### src/rtl/i2c_am_pkg.sv
package i2c_am_pkg;

    typedef enum logic [2:0] {
        ST_IDLE,
        ST_ADDR,
        ST_DEV,
        ST_KEY1,
        ST_KEY2,
        ST_ARMED,
        ST_IGNORE
    } am_state_e;

    typedef struct packed {
        am_state_e state;
        logic      dec_vld;
        logic      dec_ack;
        logic      addressed;
        logic      rnw;
        logic      soft_rst;
    } am_regs_t;

endpackage

### src/rtl/i2c_am_decode.sv
module i2c_am_decode #(
    parameter int ADDR_W            = 7,
    parameter int STRAP_W           = 4,
    parameter int NUM_SUB           = 3,
    parameter logic [ADDR_W-STRAP_W-1:0] DEV_PREFIX = 3'b100,
    parameter logic [ADDR_W-1:0]    RST_ADDR = 7'h4B
) (
    input  logic [ADDR_W-1:0]         addr,
    input  logic [STRAP_W-1:0]        strap,
    input  logic [ADDR_W-1:0]         allcall_addr,
    input  logic                      allcall_en,
    input  logic [NUM_SUB*ADDR_W-1:0] sub_addr,
    input  logic [NUM_SUB-1:0]        sub_en,
    output logic                      is_rst,
    output logic                      hit
);
    localparam int PFX_W = ADDR_W - STRAP_W;

    logic [NUM_SUB-1:0] sub_hit;
    logic               dev_hit;
    logic               all_hit;

    for (genvar k = 0; k < NUM_SUB; k++) begin : g_sub
        assign sub_hit[k] = sub_en[k] && (addr == sub_addr[k*ADDR_W +: ADDR_W]);
    end

    always_comb begin
        dev_hit = (addr[ADDR_W-1 -: PFX_W] == DEV_PREFIX) &&
                  (addr[STRAP_W-1:0] == strap);
        all_hit = allcall_en && (addr == allcall_addr);
        is_rst  = (addr == RST_ADDR);
        hit     = dev_hit || all_hit || (|sub_hit);
    end

endmodule

### src/rtl/i2c_am_ctrl.sv
module i2c_am_ctrl
    import i2c_am_pkg::*;
#(
    parameter int          BYTE_W = 8,
    parameter logic [BYTE_W-1:0] KEY_A = 8'hA5,
    parameter logic [BYTE_W-1:0] KEY_B = 8'h5A
) (
    input  logic              clk,
    input  logic              rst_n,
    input  logic              start_evt,
    input  logic              stop_evt,
    input  logic              byte_vld,
    input  logic [BYTE_W-1:0] byte_val,
    input  logic              is_rst,
    input  logic              hit,
    output logic              dec_vld,
    output logic              dec_ack,
    output logic              addressed,
    output logic              rnw,
    output logic              soft_rst
);
    localparam am_regs_t REGS_RST = '{
        state: ST_IDLE, dec_vld: 1'b0, dec_ack: 1'b0,
        addressed: 1'b0, rnw: 1'b0, soft_rst: 1'b0};

    am_regs_t r_d, r_q;

    always_comb begin
        r_d          = r_q;
        r_d.dec_vld  = 1'b0;
        r_d.dec_ack  = 1'b0;
        r_d.soft_rst = 1'b0;
        if (start_evt) begin
            r_d.state     = ST_ADDR;
            r_d.addressed = 1'b0;
            r_d.rnw       = 1'b0;
        end else if (stop_evt) begin
            r_d.soft_rst  = (r_q.state == ST_ARMED);
            r_d.state     = ST_IDLE;
            r_d.addressed = 1'b0;
            r_d.rnw       = 1'b0;
        end else if (byte_vld) begin
            unique case (r_q.state)
                ST_ADDR: begin
                    r_d.dec_vld = 1'b1;
                    if (is_rst) begin
                        r_d.dec_ack = !byte_val[0];
                        r_d.state   = byte_val[0] ? ST_IGNORE : ST_KEY1;
                    end else if (hit) begin
                        r_d.dec_ack   = 1'b1;
                        r_d.addressed = 1'b1;
                        r_d.rnw       = byte_val[0];
                        r_d.state     = ST_DEV;
                    end else begin
                        r_d.state = ST_IGNORE;
                    end
                end
                ST_DEV: begin
                    if (!r_q.rnw) begin
                        r_d.dec_vld = 1'b1;
                        r_d.dec_ack = 1'b1;
                    end
                end
                ST_KEY1: begin
                    r_d.dec_vld = 1'b1;
                    r_d.dec_ack = (byte_val == KEY_A);
                    r_d.state   = (byte_val == KEY_A) ? ST_KEY2 : ST_IGNORE;
                end
                ST_KEY2: begin
                    r_d.dec_vld = 1'b1;
                    r_d.dec_ack = (byte_val == KEY_B);
                    r_d.state   = (byte_val == KEY_B) ? ST_ARMED : ST_IGNORE;
                end
                ST_ARMED: begin
                    r_d.dec_vld = 1'b1;
                    r_d.state   = ST_IGNORE;
                end
                default: ;
            endcase
        end
    end

    always_ff @(posedge clk or negedge rst_n) begin
        if (!rst_n) r_q <= REGS_RST;
        else        r_q <= r_d;
    end

    assign dec_vld   = r_q.dec_vld;
    assign dec_ack   = r_q.dec_ack;
    assign addressed = r_q.addressed;
    assign rnw       = r_q.rnw;
    assign soft_rst  = r_q.soft_rst;

    // a decision only ever answers a byte strobe of the previous cycle
    assert_dec_follows_byte_R1: assert property (@(posedge clk) disable iff (!rst_n)
        dec_vld |-> $past(byte_vld));

    // reset request lasts one cycle and is always caused by STOP
    assert_rst_single_R8: assert property (@(posedge clk) disable iff (!rst_n)
        soft_rst |=> !soft_rst);
    assert_rst_after_stop_R8: assert property (@(posedge clk) disable iff (!rst_n)
        soft_rst |-> $past(stop_evt));

    // any START deselects the device
    assert_start_clears_R9: assert property (@(posedge clk) disable iff (!rst_n)
        $past(start_evt) |-> !addressed);

    // a read-form reserved address is never acknowledged
    assert_rst_read_nack_R5: assert property (@(posedge clk) disable iff (!rst_n)
        (dec_vld && $past(r_q.state == ST_ADDR) && $past(is_rst) && $past(byte_val[0]))
        |-> !dec_ack);

    // once refused, the bus is ignored until START
    assert_ignore_silent_R4: assert property (@(posedge clk) disable iff (!rst_n)
        ($past(r_q.state == ST_IGNORE) && !$past(start_evt)) |-> !dec_vld);

    // a read selection never produces decisions for data bytes
    assert_read_no_dec_R10: assert property (@(posedge clk) disable iff (!rst_n)
        ($past(r_q.state == ST_DEV) && $past(rnw)) |-> !dec_vld);

endmodule

### src/rtl/i2c_addr_match.sv
module i2c_addr_match #(
    parameter int ADDR_W  = 7,
    parameter int STRAP_W = 4,
    parameter int NUM_SUB = 3,
    parameter logic [ADDR_W-1:0] RST_ADDR = 7'h4B
) (
    input  logic                      clk,
    input  logic                      rst_n,
    input  logic                      start_evt,
    input  logic                      stop_evt,
    input  logic                      byte_vld,
    input  logic [ADDR_W:0]           byte_val,
    input  logic [STRAP_W-1:0]        strap,
    input  logic [ADDR_W-1:0]         allcall_addr,
    input  logic                      allcall_en,
    input  logic [NUM_SUB*ADDR_W-1:0] sub_addr,
    input  logic [NUM_SUB-1:0]        sub_en,
    output logic                      dec_vld,
    output logic                      dec_ack,
    output logic                      addressed,
    output logic                      rnw,
    output logic                      soft_rst
);
    localparam int BYTE_W = ADDR_W + 1;

    logic is_rst;
    logic hit;

    i2c_am_decode #(
        .ADDR_W   (ADDR_W),
        .STRAP_W  (STRAP_W),
        .NUM_SUB  (NUM_SUB),
        .RST_ADDR (RST_ADDR)
    ) u_decode (
        .addr         (byte_val[ADDR_W:1]),
        .strap        (strap),
        .allcall_addr (allcall_addr),
        .allcall_en   (allcall_en),
        .sub_addr     (sub_addr),
        .sub_en       (sub_en),
        .is_rst       (is_rst),
        .hit          (hit)
    );

    i2c_am_ctrl #(
        .BYTE_W (BYTE_W)
    ) u_ctrl (
        .clk       (clk),
        .rst_n     (rst_n),
        .start_evt (start_evt),
        .stop_evt  (stop_evt),
        .byte_vld  (byte_vld),
        .byte_val  (byte_val),
        .is_rst    (is_rst),
        .hit       (hit),
        .dec_vld   (dec_vld),
        .dec_ack   (dec_ack),
        .addressed (addressed),
        .rnw       (rnw),
        .soft_rst  (soft_rst)
    );

endmodule

### config.mk
export PLATFORM = sky130hd
export DESIGN_NAME = i2c_addr_match
export DESIGN_NICKNAME = d
export VERILOG_FILES = /design/src/rtl/i2c_am_pkg.sv /design/src/rtl/i2c_am_decode.sv /design/src/rtl/i2c_am_ctrl.sv /design/src/rtl/i2c_addr_match.sv
export SDC_FILE = /design/constraint.sdc
export NUM_CORES = 1
export LEC_CHECK = 0
export ABC_AREA = 0
export BUFFER_PORTS_ARGS = -buffer_cell sky130_fd_sc_hd__buf_2
export CAP_MARGIN = 30
export CORE_UTILIZATION = 35
export DETAILED_ROUTE_END_ITERATION = 12
export PLACE_DENSITY = 0.75
export SETUP_SLACK_MARGIN = 0.4
export SYNTH_ARGS = -nofsm -noshare
export SYNTH_HDL_FRONTEND = slang
export SYNTH_SLANG_ARGS = --single-unit
### constraint.sdc
create_clock -name clk -period 1.6 [get_ports clk]
set_input_delay 0 -clock clk [delete_from_list [all_inputs] [get_ports clk]]
set_output_delay 0 -clock clk [all_outputs]
set_load 0.005 [all_outputs]
## Word-level counts from Yosys, hierarchy flattened

Index checks and enable logic that the tools add are counted.

| storage, ports and cells | value |
|---|---|
| word-level logic and storage cells | 59 |
| bits in registers | 8 |

| cells by class | value |
|---|---|
| eq/ne operators | 15 |
| reduce and logical (&&, ||, !) cells | 16 |
| multiplexer cells | 22 |

Operators with widths:

| operator | number |
|---|---|
| $eq 7x7->1 | 4 |
| $mux 2 | 9 |
| $mux 3 | 6 |
| $pmux 3 s4 | 1 |
| $eq 3x3->1 const B | 3 |
| $reduce_bool 3->1 | 3 |
| $eq 8x7->1 const B | 1 |
| $eq 8x8->1 const B | 1 |
| $eq 7x7->1 const B | 1 |
| $mux 7 | 1 |
| $eq 3x2->1 const B | 2 |
| $reduce_bool 6->1 | 1 |
| $logic_and 1x1->1 | 5 |
| $eq 4x4->1 | 1 |
| $pmux 1 s4 | 1 |
| $reduce_and 4->1 | 1 |
| $reduce_or 4->1 | 1 |
| $eq 3x1->1 const B | 1 |
| $mux 1 | 3 |
| $ne 3x3->1 const B | 1 |
| $reduce_or 3->1 | 1 |
| $logic_or 1x1->1 | 2 |
| $pmux 1 s2 | 1 |
| $reduce_and 2->1 | 1 |
| $logic_not 1->1 | 1 |

## Depth between registers and ports, before layout

Gate-level depths: netlist of the first run.

| logic depth | value |
|---|---|
| depth after elaboration | 10 |
| depth in mapped cells | 7 |
| gate-level depth less buffers | 6 |

## Hierarchy

Synthesis of the first run repeated with hierarchy kept, for this count alone.

| unflattened totals | value |
|---|---|
| cells, all modules | 110 |
| area total of the unflattened synthesis | 934.6 µm² |

By module, submodules not included:

| module | times used | cells each | area each (µm²) | seq. area each (µm²) |
|---|---|---|---|---|
| i2c_am_ctrl | 1 | 52 | 491.7 | 200.2 |
| i2c_am_decode | 1 | 58 | 442.9 | 0.0 |

## Worst setup path after synthesis of the first run

OpenSTA, ideal clock, no wires.

| path | value |
|---|---|
| kind | reg2reg |
| start point | register u_ctrl.r_q[7] in the netlist's numbering |
| end point | register u_ctrl.r_q[6] in the netlist's numbering |
| stages on the path, launching flop included | 8 |
| path buffers | 1 |
| path slack | 175 ps |
| data arrival time | 1305 ps |
| cells stage by stage | dfrtp_1 > buf_4 > nor2b_1 > and3_1 > nand2_1 > a21oi_1 > nor2_1 > o211a_1 |

| between the ends | value |
|---|---|
| word-level cells in the longest chain between the ends | 5 |
| elaborated cells between the ends (all ways) | 10 |
| those cells by class | 4 x eq/ne; 4 x mux; 2 x reduce/logical |

RTL lines:

| what | line | RTL |
|---|---|---|
| start: declaration | i2c_am_ctrl.sv:26 | `am_regs_t r_d, r_q;` |
| start signal: assignment | i2c_am_ctrl.sv:85 | `else r_q <= r_d;` |
| $eq 3x3->1 (tied with other cells) | i2c_am_ctrl.sv:43 | `unique case (r_q.state)` |
| $pmux 3 s4 | i2c_am_ctrl.sv:43 |  |
| $mux 7 | i2c_am_ctrl.sv:42 | `end else if (byte_vld) begin` |
| $mux 3 | i2c_am_ctrl.sv:37 | `end else if (stop_evt) begin` |
| $mux 3 | i2c_am_ctrl.sv:33 | `if (start_evt) begin` |

Several ways; a longest one is shown, not always the timed one. The select of a mux whose other input is x is not followed.
A chain may end at the register's enable or synchronous reset.

## Worst setup path in the final report of the first run

| path | value |
|---|---|
| start point | register u_ctrl.r_q[5] in the netlist's numbering |
| end point | register u_ctrl.r_q[6] in the netlist's numbering |

The elaborated chain is that of the path after synthesis.

==> metrics.yaml, run 1 <==
timing:
  slew_viol_final: 0
  finalSetupTns_ns: 0
  period_needed_ns: 1.491
  finClkSkew_ns: 0.005251
  rsz0062_at_grt: "true"
  finalHoldViolations: 0
  finalSetupViolCount: 0
  fin_crit_sh: 0.9317
  slew_headroom: 0.7605
  worst_pin_slew_ns: 0.3563
  fmax_mhz: 670.8
clock_network:
  clk_path_buf_depth: 2
  clk_latency_ns: 0.25
  cts_sinks: 8
  htree_num_levels: 1
  cts_buffers: 3
  cts_tree: "yes"
  root_buffer: "clkbuf_4"
  path_clk_slew_ns: 0.05
logic_synthesis:
  ys.flop_type: "dfrtp_1"
  syn_area_per_cell_sq_um: 8.927
  ys_warn_count: 0
  ys_top_cells_by_area: "xnor2_1 (23%), dfrtp_1 (20%), xor2_1 (6.2%), buf_6 (5.7%), nand4_1 (3.8%)"
  netlist_area_sq_um: 991.0
  syn_nets: 160
  synthArstFlopShare: 1.000
  netlist_instances: 111
  ys_types: 37
  synth_top_cell_by_area: "xnor2_1"
  synth-seq-cells: 8
  synth_edf_count: 0
  yosysSeqAreaShare: 0.2020
  synth_top_area_frac: 0.2298
grt:
  grt_max_degree: 9
  grt_remaining_overflow: 0
  grt_pass1_vias: 1078
  grt_pass1_wl_microns: 4609
  track_usage: 0.1827
  antenna_found_initial: 0
layout:
  layout_common_cells: "buf_2 (53), xnor2_1 (25), buf_4 (8)"
  diodes: 0
  final_cells: 202
  areaGrowthSynthToFinish_pct: 43.18
  mostFrequentLayoutCell: "buf_2"
  nets: 223
  drive_gt1_frac: 0.5116
worst_hold_path:
  min_delay_worst_endpoint: "u_ctrl.rnw"
  min_path_type: "input pin to flop"
  min_path_cells: 3
  hp-start: "byte_val[0]"
power:
  swShare: 0.3099
  vdd_ir_drop_max_v: 0.0004242
  internal-power_mw: 0.4440
  seqPwrFrac: 0.336
  power.total_mw: 0.6434
  powerDensity_mw_per_mm2: 453.4
  p_switching_mw: 0.1994
  power_frac_comb: 0.433
  pwr-share-clk: 0.231
  p_leak_nw: 0.6458
floorplanning:
  floorplan.core_area_sq_mm: 0.002567
  io-pin-count: 54
  die_w_microns: 55.21
  rows: 18
  start_util: 0.3860
  die-area_sq_mm: 0.003048
  dieHeight_microns: 55.21
worst_setup_path:
  critical_path.cell_chain: "nor4bb_1 > and3_1 > nand2_2 > a21oi_2 > nor2_1 > o211a_1"
  critPathMaxStageDelay_ns: 0.42
  worst_path_max_delay_cell: "dfrtp_2"
  cp.arrival_ns: 1.63
  r2r-start: "u_ctrl.r_q[5]"
  r2r_cells: 6
  crit_fanout: 3
  start_kind: "flop"
  r2r_end: "u_ctrl.r_q[6]"
  critPathRequiredTime_ns: 1.74
  critPathKind: "flop to flop"
  ff2ff_setup_slack_ns: 0.11
  endpoint_kind: "flop"
routing:
  route.met2.wl_microns: 1471
  viasPerCell: 5.238
  wl_met1_microns: 1195
  firstDrtPassIters: 4
  wl_per_cell_microns: 14.00
  drtAntennaViolNets: 0
  routed.top_layer: "met4"
  drcViolationCount: 0
  drtIter0Drc: 21
  wirelength_microns: 2828
  vias: 1058
  routed-wl-met3_microns: 136
place:
  dp_hpwl_microns: 2067
  dp_cells: 189
  portBuffers: 53
  place.gp.congestion: 0.8708
run_status:
  status: "completed"
flow_run:
  cap_violations: 0
==> layout make-up <==
cell class / count / area [sq um]
Sequential cell: 8 / 203.9
Multi-Input combinational cell: 95 / 777.0
Tap cell: 30 / 37.54
Timing Repair Buffer: 66 / 377.9
Clock buffer: 3 / 22.52
Fill cell: 234 / 1149
==> power groups by stage <==
| stage | Clock, mW | Combinational, mW | Sequential [mW] |
|---|---|---|---|
| 2_1_floorplan | 0 | 0.157 | 0.216 |
| 3_3_place_gp | 0 | 0.232 | 0.219 |
| 3_5_place_dp | 0 | 0.237 | 0.219 |
| 4_1_cts | 0.153 | 0.260 | 0.216 |
| 5_1_grt | 0.164 | 0.302 | 0.217 |
| 6_report | 0.149 | 0.278 | 0.216 |
==> repair_timing <==
item	4_1_cts	5_1_grt
hold endpoints to repair	11	0
hold buffers	3	0
setup endpoints to repair	5	6
pin swaps	7	5
buffers inserted	4	3
cloned	0	0
gates resized for setup	10	7
==> logic make-up (layout without fill, tap and decap cells) <==
kind of cell / count (synthesis) / in the layout / synth area share
DFF: 8 / 8 / 0.2020
and+or+nand+nor: 43 / 43 / 0.2854
xor gates and xnor gates: 33 / 33 / 0.2917
AOI/OAI and AO/OA: 18 / 18 / 0.1364
muxes: 1 / 1 / 0.01010
buffers and inverters: 8 / 69 / 0.07449
==> flip-flops by register name (all words and copies together) (netlist names) <==
name              cells
u_ctrl.dec_ack        1
u_ctrl.r_q            3
u_ctrl.addressed      1
u_ctrl.dec_vld        1
u_ctrl.rnw            1
u_ctrl.soft_rst       1
==> layer usage <==
metal	GRT usage	up-vias
met3	0.04215	4
met2	0.3133	39
met1	0.2384	501
met5	0	-
met4	0.02500	0
li1	-	514
==> synth_stat cells (2+ instances only) <==
cell / instances
xnor2_1: 26
a21oi_1: 4
dfrtp_1: 8
nand4_1: 6
nand2_1: 9
nor2_1: 7
a21o_1: 3
buf_2: 2
buf_6: 5
xor2_1: 7
nand2b_1: 2
nand3_1: 5
nor4b_2: 2
nor4bb_1: 2
==> worst max-delay path by stage <==
stage,start,end,slack [ns],cells after the start
final,u_ctrl.r_q[5],u_ctrl.r_q[6],0.11,6
after global routing,u_ctrl.r_q[5],u_ctrl.r_q[6],0.04,6
after CTS,u_ctrl.r_q[5],u_ctrl.r_q[6],0.15,6
after detailed placement,u_ctrl.r_q[5],u_ctrl.r_q[6],0.10,6
after global placement,u_ctrl.r_q[5],u_ctrl.r_q[6],0.15,6
after floorplan,u_ctrl.r_q[5],u_ctrl.r_q[6],0.22,6
==> through the flow <==
step	area, sq um	setup slack (ns)	hold WS (ns)	utilization
finish	1419	0.1093	0.05549	0.5526
global route	1419	0.04346	0.06184	0.5526
CTS	1363	0.1455	0.03209	0.5307
detailed placement	1245	0.1037	-0.1492	0.4849
global placement	1245	0.1478	-0.1511	0.4849
floorplan	999.7	0.2218	-0.2956	-
==> critical path: cells and delay by family (launching register included) <==
family	cells	cell delay [ns]
AOI/OAI and AO/OA	2	0.32
DFF	1	0.42
and+or+nand+nor	4	0.64
Power figures use the tool's default switching activity.
==> run 2: changes to the inputs <==
PLACE_DENSITY = 0.76   (was 0.75)
SYNTH_HIERARCHICAL = 1   (was unset)
==> metrics.yaml, run 2 <==
run_status:
  status: "completed"
layout:
  mostFrequentLayoutCell: "buf_2"
  diodes: 0  # unchanged
  drive_gt1_frac: 0.5497  # +0.03808
  utilization: 0.6011  # +0.04847
  fill_cells: 220  # -6.0%
  top_register: "u_ctrl/r_q"
  largest_reg_flops: 3  # unchanged
  nets: 221  # -0.90%
  multi_input_area_sq_um: 859.6  # +11%
  areaGrowthSynthToFinish_pct: 60.78
  regArea_sq_um: 202.7  # -0.61%
  layout_common_cells: "buf_2 (49), xnor2_2 (20), buf_4 (12), xnor2_1 (12), nand4_1 (11)"
worst_setup_path:
  ff2ff_setup_slack_ns: 0.20  # +0.10 ns
  critPathLaunch: "u_ctrl/r_q[5]"
  critPathMaxStageDelay_ns: 0.46  # +0.04 ns
  critPathRequiredTime_ns: 1.75  # about the same
  cp.arrival_ns: 1.55  # -0.08 ns
  critPathKind: "flop to flop"
  critical-path-top-delay-family: "flip-flops"
  worst_path_max_delay_cell: "dfrtp_2"
  r2r-start: "u_ctrl/r_q[5]"
  crit_fanout: 4  # +1
  start_kind: "flop"
  endpoint_kind: "flop"
  critPathBufInv: 1  # +1
  cp_num_cells: 4  # -2
  r2r_cells: 4  # -2
  critical_path.cell_chain: "nor4bb_4 > nand4_1 > buf_4 > o22ai_2"
  r2r_end: "u_ctrl/dec_ack"
  crit_path_end: "u_ctrl/dec_ack"
logic_synthesis:
  ys_warn_count: 6  # +6
  synth_edf_count: 0  # unchanged
  ys_types: 32  # -14%
  ys.flop_type: "dfrtp_1"
  syn_area_per_cell_sq_um: 8.497  # -4.8%
  synth_compound_area_frac: 0.09103  # -0.04533
  muxShareOfSynthArea: 0.01071  # +0.0006085
  yosysMostFrequentCell: "xnor2_1"
  synthArstFlopShare: 1.000  # unchanged
  synth-seq-cells: 8  # unchanged
  netlist_instances: 110  # -0.90%
  ys_top_cells_by_count: "xnor2_1 (32), nand4_1 (11), nor2_1 (10), dfrtp_1 (8)"
  synth-adder-area-share: 0  # unchanged
  synth_top_family_by_area: "simple AND/OR/NAND/NOR gates"
  synth-simple-area-share: 0.3039  # +0.01853
  syn_nets: 159  # -0.63%
  synth_top_area_frac: 0.2999  # +0.07007
  ys_top_cells_by_area: "xnor2_1 (30%), dfrtp_1 (21%), nand4_1 (7.4%), buf_4 (4.0%), nor2_1 (4.0%)"
  netlist_area_sq_um: 934.6  # -5.7%
  synth_top_cell_by_area: "xnor2_1"
  synth-xor-area-share: 0.2999  # +0.008199
  yosysSeqAreaShare: 0.2142  # +0.01217
grt:
  grt_pass1_vias: 998  # -7.4%
  antenna_found_initial: 0  # unchanged
  grt_remaining_overflow: 0  # unchanged
  grt_pass1_wl_microns: 4512  # -2.1%
  grt_max_degree: 9  # unchanged
  track_usage: 0.2150  # +0.03225
routing:
  vias: 1047  # -1.0%
  firstDrtPassIters: 4  # unchanged
  wirelength_microns: 2961  # +4.7%
  drtAntennaViolNets: 0  # unchanged
  drtIter0Drc: 25  # +19%
  viasPerCell: 5.209  # -0.55%
  wl_per_cell_microns: 14.73  # +5.2%
  drcViolationCount: 0  # unchanged
timing:
  slew_viol_final: 0  # unchanged
  fin_crit_sh: 0.8721  # -0.05963
  slew_headroom: 0.7730  # +0.01250
  fmax_mhz: 716.7  # +6.8%
  worst_pin_slew_ns: 0.3359  # -0.02037 ns
  finalHoldViolations: 0  # unchanged
  finalSetupTns_ns: 0  # unchanged
  rsz0062_at_grt: "true"
  period_needed_ns: 1.395  # -0.09541 ns
  setup_slack_ns: 0.2047  # +0.09541 ns
  finClkSkew_ns: 0.02345  # +0.01820 ns
  finalSetupViolCount: 0  # unchanged
  hold_slack_ns: 0.01904  # -0.03645 ns
place:
  place.gp.congestion: 0.8355  # -4.1%
  portBuffers: 53  # unchanged
  dp_hpwl_microns: 2187  # +5.8%
  dpl_worst_slack_ns: 0.03825  # -0.06548 ns
clock_network:
  clk_path_buf_depth: 2  # unchanged
  htree_num_levels: 1  # unchanged
  path_clk_slew_ns: 0.08  # +0.03 ns
  clk_latency_ns: 0.26  # about the same
  cts_tree: "yes"
  cts_sinks: 8  # unchanged
  root_buffer: "clkbuf_4"
  cts_buffers: 3  # unchanged
floorplanning:
  io-pin-count: 54  # unchanged
  die_w_microns: 53.68  # -2.8%
  rows: 18  # unchanged
  die-area_sq_mm: 0.002881  # -5.5%
  dieHeight_microns: 53.68  # -2.8%
  start_util: 0.3739  # -0.01209
  floorplan.core_area_sq_mm: 0.002500  # -2.6%
power:
  powerDensity_mw_per_mm2: 474.3  # +4.6%
  power.total_mw: 0.7127  # +11%
  vdd_ir_drop_max_v: 0.0005477  # +29%
  p_leak_nw: 0.6824  # +5.7%
worst_hold_path:
  hp-start: "stop_evt"
  min_path_type: "input pin to flop"
flow_run:
  cap_violations: 0  # unchanged
==> run 2: area by class of cell <==
type / instances / share of cell area
Tap cell: 30 / 0.02498
Timing Repair Buffer: 65 / 0.2481
Inverter: 1 / 0.002498
Multi-Input combinational cell: 93 / 0.5720
Sequential cell: 8 / 0.1349
Clock buffer: 4 / 0.01749
==> run 2: where the power goes <==
group / switching (mW) / internal, mW
registers: 0.0101 / 0.209
clock network: 0.0789 / 0.0954
logic: 0.141 / 0.179
total: 0.230 / 0.483
==> run 2: cell families (layout without fill, tap and decap cells) <==
family | Yosys count | in the layout
AO/OA/AOI/OAI | 13 | 13
XOR/XNOR | 32 | 32
buffers and inverters | 9 | 70
flip-flops | 8 | 8
multiplexers | 1 | 1
AND/OR/NAND/NOR | 47 | 47
==> run 2: worst min path at each step <==
stage                             to  slack [ns]  cells past startpoint
CTS                  u_ctrl/soft_rst       0.003                      3
global placement      u_ctrl/dec_vld       -0.16                      1
floorplan           u_ctrl/addressed       -0.30                      0
detailed placement  u_ctrl/addressed       -0.15                      1
finish               u_ctrl/soft_rst        0.02                      3
global route         u_ctrl/soft_rst        0.04                      3
==> run 2: metal layers <==
layer / up-vias / track usage / routed length, microns
met2: 42 / 0.4074 / 1543
met3: 2 / 0.008475 / 166
met5: - / 0 / 0
li1: 512 / - / -
met1: 491 / 0.2698 / 1229
met4: 0 / 0.03070 / 21
==> run 2: worst min-delay path: stages <==
cell and delay (ns):
buf_2 0.12, nand2_1 0.06, nor3_1 0.04
==> run 2: per-stage QoR <==
step / instances / cell area [sq um]
CTS: 200 / 1470
global route: 201 / 1503
floorplan: 110 / 1139
detailed placement: 185 / 1326
global placement: 185 / 1326
finish: 201 / 1503
==> run 2: what timing repair did <==
item                                    CTS  global route
endpoints found under the setup margin    4             6
setup buffers                             8             1
hold endpoints to repair                 11             0
hold buffers                              3             0
pin swaps                                 6             4
resized for setup                         5             9
==> run 3: changes to the inputs <==
RECOVER_POWER = 50   (was unset)
==> metrics.yaml, run 3 (synthesized netlist as in run 2, its figures left out) <==
run_status:
  status: "completed"
timing:
  fin_crit_sh: 0.8716  # about the same
  finClkSkew_ns: 0.02143  # -0.002022 ns
  slew_headroom: 0.6913  # -0.08167
  slew_viol_final: 0  # unchanged
  rsz0062_at_grt: "true"
  period_needed_ns: 1.395  # -0.0007920 ns
  finalSetupViolCount: 0  # unchanged
  worst_pin_slew_ns: 0.4630  # +0.1271 ns
  finalHoldViolations: 0  # unchanged
  finalSetupTns_ns: 0  # unchanged
  fmax_mhz: 717.1  # about the same
  setup_slack_ns: 0.2055  # +0.0007920 ns
clock_network:
  root_buffer: "clkbuf_4"
  cts_sinks: 8  # unchanged
  clk_path_buf_depth: 2  # unchanged
  path_clk_slew_ns: 0.08  # about the same
  htree_num_levels: 1  # unchanged
  cts_tree: "yes"
  cts_buffers: 3  # unchanged
  clk_latency_ns: 0.26  # about the same
routing:
  vias: 1034  # -1.2%
  routed-wl-met3_microns: 147  # -11%
  routed.top_layer: "met4"
  wl_per_cell_microns: 14.80  # +0.47%
  wirelength_microns: 2975  # +0.47%
  firstDrtPassIters: 4  # unchanged
  drtIter0Drc: 21  # -16%
  drtAntennaViolNets: 0  # unchanged
  route.met2.wl_microns: 1555  # +0.78%
  viasPerCell: 5.144  # -1.2%
  drcViolationCount: 0  # unchanged
  wl_met1_microns: 1250  # +1.7%
worst_hold_path:
  min_path_cells: 3  # unchanged
  min_path_type: "input pin to flop"
  hp-start: "stop_evt"
  min_delay_worst_endpoint: "u_ctrl/soft_rst"
floorplanning:
  dieHeight_microns: 53.68  # unchanged
  start_util: 0.3739  # unchanged
  rows: 18  # unchanged
  die-area_sq_mm: 0.002881  # unchanged
  floorplan.core_area_sq_mm: 0.002500  # unchanged
  die_w_microns: 53.68  # unchanged
  io-pin-count: 54  # unchanged
layout:
  top_register: "u_ctrl/r_q"
  fill_cells: 220  # unchanged
  areaGrowthSynthToFinish_pct: 60.38
  nets: 221  # unchanged
  diodes: 0  # unchanged
  regArea_sq_um: 202.7  # unchanged
  mostFrequentLayoutCell: "buf_2"
  layout_common_cells: "buf_2 (46), xnor2_2 (20), buf_4 (12), xnor2_1 (12), nand4_1 (11)"
  multi_input_area_sq_um: 859.6  # unchanged
  final_cells: 201  # unchanged
  drive_gt1_frac: 0.5322  # -0.01754
  largest_reg_flops: 3  # unchanged
worst_setup_path:
  cp.arrival_ns: 1.55  # about the same
  start_kind: "flop"
  endpoint_kind: "flop"
  critPathRequiredTime_ns: 1.75  # about the same
  crit_fanout: 4  # unchanged
  critPathKind: "flop to flop"
  r2r_end: "u_ctrl/dec_ack"
  ff2ff_setup_slack_ns: 0.21  # about the same
  r2r_cells: 4  # unchanged
  r2r-start: "u_ctrl/r_q[5]"
place:
  dp_cells: 185  # unchanged
  dp_hpwl_microns: 2187  # unchanged
  dpl_worst_slack_ns: 0.03825  # unchanged
  portBuffers: 53  # unchanged
  place.gp.congestion: 0.8355  # unchanged
power:
  powerDensity_mw_per_mm2: 476.3  # +0.43%
  p_leak_nw: 0.6708  # -1.7%
  power.total_mw: 0.7140  # +0.18%
  vdd_ir_drop_max_v: 0.0005528  # +0.92%
grt:
  grt_remaining_overflow: 0  # unchanged
  grt_max_degree: 9  # unchanged
  track_usage: 0.2150  # unchanged
  grt_pass1_wl_microns: 4512  # unchanged
  grt_pass1_vias: 998  # unchanged
  antenna_found_initial: 0  # unchanged
flow_run:
  cap_violations: 0  # unchanged
-- run 3: report_power, final --
group          switching (mW)  internal [mW]
combinational           0.141          0.178
clock                  0.0805         0.0955
sequential             0.0102          0.209
-- run 3: repair_timing --
item / 4_1_cts / 5_1_grt
endpoints found under the setup margin: 4 / 6
pin swaps: 6 / 4
resized for setup: 5 / 9
endpoints found under the hold margin: 11 / 0
setup buffers: 8 / 1
hold buffers: 3 / 0
-- run 3: critical path, cell delays in order (launching register included) --
cell      delay (ns)
dfrtp_2         0.46
nor4bb_4        0.30
nand4_1         0.16
buf_4           0.19
o22ai_2         0.17
-- run 3: worst max-delay path by stage --
| stage | from | end | slack (ns) | cells past startpoint |
|---|---|---|---|---|
| 4_1_cts | u_ctrl/r_q[6] | u_ctrl/r_q[5] | 0.25 | 4 |
| 2_1_floorplan | u_ctrl/r_q[7] | u_ctrl/r_q[6] | 0.33 | 4 |
| 3_3_place_gp | byte_val[2] | u_ctrl/dec_ack | 0.06 | 10 |
| 3_5_place_dp | byte_val[1] | u_ctrl/dec_ack | 0.04 | 10 |
| 6_report | u_ctrl/r_q[5] | u_ctrl/dec_ack | 0.21 | 4 |
| 5_1_grt | u_ctrl/r_q[6] | u_ctrl/r_q[5] | 0.14 | 4 |
-- run 3: layer usage --
layer | GRT usage | vias to the layer above
met3 | 0.008475 | 2
met5 | 0 | -
li1 | - | 510
met2 | 0.4074 | 34
met1 | 0.2698 | 488
met4 | 0.03070 | 0
-- run 3: per-stage QoR --
stage | instance area [sq um] | utilization | hold slack [ns]
after CTS | 1470 | 0.5881 | 0.003101
after global routing | 1499 | 0.5996 | 0.03810
after floorplan | 1139 | - | -0.2956
after global placement | 1326 | 0.5305 | -0.1579
final | 1499 | 0.5996 | 0.01602
after detailed placement | 1326 | 0.5305 | -0.1489
-- run 3: cell type report --
type | instances | share of cell area
multi-input combinational | 93 | 0.5735
timing repair buffer | 65 | 0.2462
sequential | 8 | 0.1352
tap | 30 | 0.02504
clock buffer | 4 | 0.01753
inverter | 1 | 0.002504
